`src/rtl/mcw_pkg.sv`:
```
package mcw_pkg;

    localparam int NPORT = 4;

    typedef logic [NPORT-1:0] pmask_t;

    typedef enum logic [2:0] {
        S_IDLE,
        S_PASS,
        S_COLLECT,
        S_REPLAY,
        S_STREAM,
        S_DROP
    } mcw_state_e;

    typedef enum logic {
        K_NORMAL,
        K_MCTEST
    } pkt_kind_e;

    typedef enum logic [1:0] {
        D_KEEP,
        D_HIT,
        D_DROP
    } col_dec_e;

    typedef struct packed {
        logic   end_mk;
        logic   hit;
        pmask_t mask;
    } route_dec_t;

    // every selected port ready at once
    function automatic logic lockstep_ok(pmask_t sel, pmask_t rdy);
        return &(rdy | ~sel);
    endfunction

    function automatic pmask_t restrict_mask(pmask_t m, pmask_t en);
        return m & en;
    endfunction

endpackage

```
`src/rtl/mcw_hdr_classify.sv`:
```
module mcw_hdr_classify
    import mcw_pkg::*;
(
    input  logic [1:0] tag,
    output pkt_kind_e  kind
);
    // tag[1] test flag, tag[0] multicast flag
    always_comb begin
        kind = (tag == 2'b11) ? K_MCTEST : K_NORMAL;
    end
endmodule

```
`src/rtl/mcw_route_decode.sv`:
```
module mcw_route_decode
    import mcw_pkg::*;
#(
    parameter int     ADDR_W = 6,
    parameter pmask_t MC_EN  = '1
) (
    input  logic                      end_bit,
    input  logic [ADDR_W+NPORT-1:0]   entry,
    input  logic [ADDR_W-1:0]         own_addr,
    output route_dec_t                dec
);
    localparam int ADDR_LO = NPORT;
    localparam int ADDR_HI = NPORT + ADDR_W - 1;

    always_comb begin
        dec.end_mk = end_bit;
        dec.hit    = !end_bit && (entry[ADDR_HI:ADDR_LO] == own_addr);
        dec.mask   = restrict_mask(entry[NPORT-1:0], MC_EN);
    end
endmodule

```
`src/rtl/mcw_flit_buf.sv`:
```
module mcw_flit_buf #(
    parameter int WORD_W = 33,
    parameter int DEPTH  = 10,
    localparam int IDX_W = $clog2(DEPTH + 1),
    localparam int PTR_W = $clog2(DEPTH)
) (
    input  logic              clk,
    input  logic              rst,
    input  logic              clr,
    input  logic              wr_en,
    input  logic [WORD_W-1:0] wr_word,
    input  logic              rd_en,
    output logic [WORD_W-1:0] rd_word,
    output logic [IDX_W-1:0]  count,
    output logic              rd_last_slot
);
    logic [WORD_W-1:0] mem [DEPTH];
    logic [IDX_W-1:0]  cnt_q;
    logic [IDX_W-1:0]  rd_q;
    logic              do_wr;

    assign do_wr = wr_en && !clr && (cnt_q < IDX_W'(DEPTH));

    always_ff @(posedge clk) begin
        if (rst) begin
            cnt_q <= '0;
            rd_q  <= '0;
        end else if (clr) begin
            cnt_q <= '0;
            rd_q  <= '0;
        end else begin
            if (do_wr) cnt_q <= cnt_q + IDX_W'(1);
            if (rd_en) rd_q  <= rd_q + IDX_W'(1);
        end
    end

    always_ff @(posedge clk) begin
        if (do_wr) mem[cnt_q[PTR_W-1:0]] <= wr_word;
    end

    assign rd_word      = mem[rd_q[PTR_W-1:0]];
    assign count        = cnt_q;
    assign rd_last_slot = ((rd_q + IDX_W'(1)) == cnt_q);
endmodule

```
`src/rtl/mcw_fanout.sv`:
```
module mcw_fanout
    import mcw_pkg::*;
#(
    parameter int FLIT_W = 32
) (
    input  pmask_t                       sel,
    input  logic                         src_valid,
    input  logic [FLIT_W-1:0]            src_data,
    input  logic                         src_last,
    input  pmask_t                       port_ready,
    output pmask_t                       port_valid,
    output logic [NPORT-1:0][FLIT_W-1:0] port_data,
    output pmask_t                       port_last,
    output logic                         fire
);
    assign fire = src_valid && (sel != '0) && lockstep_ok(sel, port_ready);

    generate
        for (genvar p = 0; p < NPORT; p++) begin : g_port
            assign port_valid[p] = fire && sel[p];
            assign port_data[p]  = src_data;
            assign port_last[p]  = src_last;
        end
    endgenerate
endmodule

```
`src/rtl/mcast_test_wrapper.sv`:
```
module mcast_test_wrapper
    import mcw_pkg::*;
#(
    parameter int     FLIT_W    = 32,
    parameter int     ADDR_W    = 6,
    parameter int     MAX_ROUTE = 8,
    parameter pmask_t MC_EN     = 4'b1111
) (
    input  logic                         clk,
    input  logic                         rst,
    input  logic [ADDR_W-1:0]            own_addr,
    input  logic                         in_valid,
    output logic                         in_ready,
    input  logic [FLIT_W-1:0]            in_data,
    input  logic                         in_last,
    output logic                         norm_valid,
    input  logic                         norm_ready,
    output logic [FLIT_W-1:0]            norm_data,
    output logic                         norm_last,
    output logic                         rlb_bypass,
    output logic [NPORT-1:0]             mc_valid,
    input  logic [NPORT-1:0]             mc_ready,
    output logic [NPORT-1:0][FLIT_W-1:0] mc_data,
    output logic [NPORT-1:0]             mc_last,
    output logic                         drop_err
);
    localparam int DEPTH = MAX_ROUTE + 2;          // header + control + entries
    localparam int IDX_W = $clog2(DEPTH + 1);

    mcw_state_e state_q, state_d;
    pmask_t     sel_q, sel_d;
    logic       err_q, err_d;

    pkt_kind_e  kind;
    route_dec_t rdec;
    col_dec_e   cdec;

    logic              buf_wr, buf_rd, buf_clr, buf_rd_last_slot;
    logic [FLIT_W:0]   buf_rd_word;
    logic [IDX_W-1:0]  buf_count;

    logic              src_valid, src_last, fan_fire;
    logic [FLIT_W-1:0] src_data;
    pmask_t            sel_act;

    mcw_hdr_classify u_cls (
        .tag  (in_data[FLIT_W-1 -: 2]),
        .kind (kind)
    );

    mcw_route_decode #(.ADDR_W(ADDR_W), .MC_EN(MC_EN)) u_dec (
        .end_bit  (in_data[FLIT_W-1]),
        .entry    (in_data[ADDR_W+NPORT-1:0]),
        .own_addr (own_addr),
        .dec      (rdec)
    );

    mcw_flit_buf #(.WORD_W(FLIT_W + 1), .DEPTH(DEPTH)) u_buf (
        .clk          (clk),
        .rst          (rst),
        .clr          (buf_clr),
        .wr_en        (buf_wr),
        .wr_word      ({in_last, in_data}),
        .rd_en        (buf_rd),
        .rd_word      (buf_rd_word),
        .count        (buf_count),
        .rd_last_slot (buf_rd_last_slot)
    );

    // source of the copies: buffer during replay, live input afterwards
    always_comb begin
        sel_act   = '0;
        src_valid = 1'b0;
        src_data  = in_data;
        src_last  = in_last;
        case (state_q)
            S_REPLAY: begin
                sel_act   = sel_q;
                src_valid = 1'b1;
                src_data  = buf_rd_word[FLIT_W-1:0];
                src_last  = buf_rd_word[FLIT_W];
            end
            S_STREAM: begin
                sel_act   = sel_q;
                src_valid = in_valid;
            end
            default: ;
        endcase
    end

    mcw_fanout #(.FLIT_W(FLIT_W)) u_fan (
        .sel        (sel_act),
        .src_valid  (src_valid),
        .src_data   (src_data),
        .src_last   (src_last),
        .port_ready (mc_ready),
        .port_valid (mc_valid),
        .port_data  (mc_data),
        .port_last  (mc_last),
        .fire       (fan_fire)
    );

    // decision for the flit being collected (index = buf_count)
    always_comb begin
        cdec = D_KEEP;
        if (buf_count == IDX_W'(1)) begin
            cdec = in_last ? D_DROP : D_KEEP;
        end else if (rdec.end_mk) begin
            cdec = D_DROP;
        end else if (rdec.hit) begin
            cdec = (rdec.mask != '0) ? D_HIT : D_DROP;
        end else if (in_last || (buf_count == IDX_W'(DEPTH - 1))) begin
            cdec = D_DROP;
        end
    end

    always_comb begin
        state_d    = state_q;
        sel_d      = sel_q;
        err_d      = 1'b0;
        in_ready   = 1'b0;
        norm_valid = 1'b0;
        buf_wr     = 1'b0;
        buf_rd     = 1'b0;
        buf_clr    = 1'b0;
        rlb_bypass = 1'b1;
        unique case (state_q)
            S_IDLE: begin
                if (in_valid && kind == K_MCTEST) begin
                    in_ready = 1'b1;
                    if (in_last) begin
                        err_d = 1'b1;
                    end else begin
                        buf_wr  = 1'b1;
                        state_d = S_COLLECT;
                    end
                end else begin
                    rlb_bypass = 1'b0;
                    norm_valid = in_valid;
                    in_ready   = norm_ready;
                    if (in_valid && norm_ready && !in_last) state_d = S_PASS;
                end
            end
            S_PASS: begin
                rlb_bypass = 1'b0;
                norm_valid = in_valid;
                in_ready   = norm_ready;
                if (in_valid && norm_ready && in_last) state_d = S_IDLE;
            end
            S_COLLECT: begin
                in_ready = 1'b1;
                if (in_valid) begin
                    case (cdec)
                        D_KEEP: buf_wr = 1'b1;
                        D_HIT: begin
                            buf_wr  = 1'b1;
                            sel_d   = rdec.mask;
                            state_d = S_REPLAY;
                        end
                        default: begin
                            buf_clr = 1'b1;
                            err_d   = 1'b1;
                            state_d = in_last ? S_IDLE : S_DROP;
                        end
                    endcase
                end
            end
            S_REPLAY: begin
                if (fan_fire) begin
                    buf_rd = 1'b1;
                    if (buf_rd_last_slot) begin
                        buf_clr = 1'b1;
                        state_d = src_last ? S_IDLE : S_STREAM;
                    end
                end
            end
            S_STREAM: begin
                in_ready = lockstep_ok(sel_q, mc_ready);
                if (fan_fire && in_last) state_d = S_IDLE;
            end
            S_DROP: begin
                in_ready = 1'b1;
                if (in_valid && in_last) state_d = S_IDLE;
            end
            default: state_d = S_IDLE;
        endcase
    end

    always_ff @(posedge clk) begin
        if (rst) begin
            state_q <= S_IDLE;
            sel_q   <= '0;
            err_q   <= 1'b0;
        end else begin
            state_q <= state_d;
            sel_q   <= sel_d;
            err_q   <= err_d;
        end
    end

    assign norm_data = in_data;
    assign norm_last = in_last;
    assign drop_err  = err_q;
endmodule

```
`config.mk`:
```
export PLATFORM = sky130hd
export DESIGN_NAME = mcast_test_wrapper
export DESIGN_NICKNAME = d
export VERILOG_FILES = /design/src/rtl/mcw_pkg.sv /design/src/rtl/mcw_hdr_classify.sv /design/src/rtl/mcw_route_decode.sv /design/src/rtl/mcw_flit_buf.sv /design/src/rtl/mcw_fanout.sv /design/src/rtl/mcast_test_wrapper.sv
export SDC_FILE = /design/constraint.sdc
export NUM_CORES = 1
export LEC_CHECK = 0
export BUFFER_PORTS_ARGS = -buffer_cell sky130_fd_sc_hd__buf_2
export CAP_MARGIN = 5
export CORE_ASPECT_RATIO = 1.5
export CORE_MARGIN = 5
export CORE_UTILIZATION = 52
export DETAILED_ROUTE_END_ITERATION = 7
export HOLD_SLACK_MARGIN = 0.15
export PLACE_DENSITY = 0.76
export SLEW_MARGIN = 20
export SYNTH_ARGS = -nofsm -noshare
export SYNTH_HDL_FRONTEND = slang
export SYNTH_SLANG_ARGS = --single-unit
```
`constraint.sdc`:
```
create_clock -name clk -period 4.8 [get_ports clk]
set_input_delay 0.96 -clock clk [delete_from_list [all_inputs] [get_ports clk]]
set_output_delay 0.96 -clock clk [all_outputs]
set_load 0.1 [all_outputs]
```
==> summary.txt <==
Leak - 5.70 nW
Final Skew - 21.6 ps
Clock power share - 34.8%
Setup TNS - 0 ps
TritonCTS Sinks - 350
Largest net degree at the start of global routing - 55
Post-synthesis sequential area ratio - 67.6%
1st-pass router iterations - 5
P&R area growth vs syn - 10.6%
CP endpoint kind - output port
Max H-tree Level - 1
Period utilization - 82.9%
Avg WL per Cell - 21.2 µm
Synth Flop Type - edfxtp_1
Synthesized flop and latch total - 350
Worst IR Drop VDD - 357 µV
Drc violations - 0
Layout Cells excl Fill - 1448
Synthesized area - 15200 µm²
Total CTS buffers - 30
First-pass GRT wire length - 46.7 mm
Startpoint Class - flip-flop
Cts repair resizes - 0
Grt total ovfl - 0
Worst reg2reg path endpoint - u_buf.mem[8][10]
Nets@finish - 1086
Ys async rst share - 0%
FF-to-FF path depth - 8
Final hold vios - 0
Fmax - 0.251 GHz
Flop pwr share - 50.0%
P_int - 0.00487 W
Number of diodes - 0
Comb power frac - 15.2%
Worst-skew pair later-pin latency - 550 ps
Hold Buf Count CTS - 0
Net Sw Frac - 28.5%
Initial antenna violation count - 0
Die area - 32900 µm²
Slew Viols, Final - 0
DP Wirelength - 19.4 mm
Critical Path Sink - mc_data[65]
Hold Path Class - flip-flop to flip-flop
Clock-pin slew on the worst setup and hold paths - 70 ps
Placed Instances - 1392
Most common cell after layout, fill and taps aside - edfxtp_1
EDFF count, synth - 330
Min Clock Period, post-route - 3980 ps
Top-Level Pins - 220
R2r setup slk - 1550 ps
Via count - 7978
Post-route ant nets - 0
CTS max path bufs - 3
Worst Path Class, Setup - flip-flop to output port
Slew headroom - 42.2%
Total GRT Usage - 18.5%
Netlist cell types - 52
WP data required - 3840 ps
Routability cong. - 0.790
Rows - 76
Core ar. - 28800 µm²
Max FO, Critical Path - 20
Syn Inst Count - 939
Critical path arrival - 3020 ps
FF-to-FF Start - state_q[1]
Final Setup Violations - 0
IO buf count - 219
1st-iter DRT viols - 538
Ratio of cells with drive above 1 in the final layout - 38.5%
Warning count from the yosys run - 0
Syn Area/Cell - 16.2 µm²
Root Buffer - clkbuf_16
Worst-Margin Slew - 867 ps
NetSw - 0.00194 W
Post-Route WL - 30.6 mm
Die W - 150 µm
Initial Util - 52.9%
Net Count, Synth - 991
Vias per std cell - 5.51
Most frequent cells in the layout - 330 x edfxtp_1, 219 x buf_2, 76 x nand2_1, 66 x mux4_2, 40 x o21ai_0
Post-CTS Setup Bufs - 0
Die Ht - 220 µm
Pwr Density - 403 nW/µm²
Outcome - finished clean
Vias in the first global route - 7979
RSZ-0062 raised after global routing - false
CTS tree - yes
# Max-Cap Violations - 0
Final-layout fill cell count - 2135
[metrics by stage]
stage	utilization, %	area, µm²	worst slack (ps)	hold slack (ps)	power [W]
floorplan	-	15300	457	461	0.00440
global placement	55.2	15900	758	491	0.00450
detailed placement	55.2	15900	642	499	0.00451
CTS	58.5	16900	813	506	0.00685
global route	58.5	16900	691	550	0.00703
finish	58.5	16900	823	504	0.00680
[synthesized netlist by cell type, types with 2 or more instances]
cell type,count,area [µm²]
edfxtp_1,330,9910
mux4_2,66,1490
ha_1,5,62.6
buf_2,14,70.1
dfxtp_1,20,400
nor2_1,22,82.6
clkbuf_1,26,97.6
a21oi_1,12,60.1
buf_1,6,22.5
nor2b_1,3,18.8
inv_1,6,22.5
buf_4,134,1010
xnor2_1,5,43.8
a31oi_1,2,12.5
nand3_1,10,50.1
nor3_1,6,30.0
nand2_1,76,285
mux2i_1,35,350
nor3b_1,3,22.5
and2_1,5,31.3
o21ai_0,72,360
and3_1,8,50.1
mux2_2,33,372
nor4_1,3,18.8
xor2_1,10,87.6
[layer usage]
metal	GRT usage (%)	wire (µm)	part of all wire, %	vias up
met2	33.3	16600	54	285
met3	2.59	1740	5.7	31
met5	0	0	0	-
met4	4.21	451	1.5	0
li1	-	-	-	3633
met1	23.9	11800	39	4029
[registers in the layout, indices dropped and copies added, names as in the netlist, named ones only]
register     count
u_buf.mem      330
sel_q            4
u_buf.count      4
u_buf.rd_q       4
state_q          3
drop_err         1
[power by group through the flow]
stage / logic, W / clock network, W / registers [W]
global route: 0.00107 / 0.00255 / 0.00341
CTS: 0.00104 / 0.00241 / 0.00340
detailed placement: 0.00104 / 0 / 0.00347
global placement: 0.00103 / 0 / 0.00347
finish: 0.00103 / 0.00237 / 0.00340
floorplan: 0.000946 / 0 / 0.00345
[layout make-up]
cell class,instances,area (µm²),area share [%]
Clock inverter,20,171,1.02
Clock buffer,36,795,4.71
Inverter,6,22.5,0.134
Sequential cell,350,10300,61.2
Timing Repair Buffer,243,1290,7.64
Tap cell,390,488,2.89
Multi-Input combinational cell,403,3770,22.4
[worst max-delay path, stage by stage, from the launching register on]
cell	delay, ps
dfxtp_4	410
buf_4	370
mux4_2	560
mux2_2	300
o21ai_0	170
o21ai_1	260
buf_2	390
[how the worst min path moves through the flow]
stage / start / slack [ps] / depth (start not counted) / to
floorplan: sel_q[3] / 460 / 2 / sel_q[3]
global placement: sel_q[1] / 490 / 2 / sel_q[1]
detailed placement: sel_q[1] / 500 / 2 / sel_q[1]
CTS: sel_q[1] / 510 / 2 / sel_q[1]
global route: sel_q[3] / 550 / 2 / sel_q[3]
finish: sel_q[1] / 500 / 2 / sel_q[1]
[cells by family after synthesis]
| kind of cell | count (synthesis) | synth area share [%] |
|---|---|---|
| adders and majority gates | 5 | 0.410 |
| and+or+nand+nor | 147 | 4.55 |
| xor gates and xnor gates | 16 | 1.01 |
| buffers and inverters | 186 | 7.99 |
| DFF | 350 | 67.6 |
| muxes | 134 | 14.5 |
| AOI/OAI and AO/OA | 101 | 3.94 |
Power figures use the tool's default switching activity.
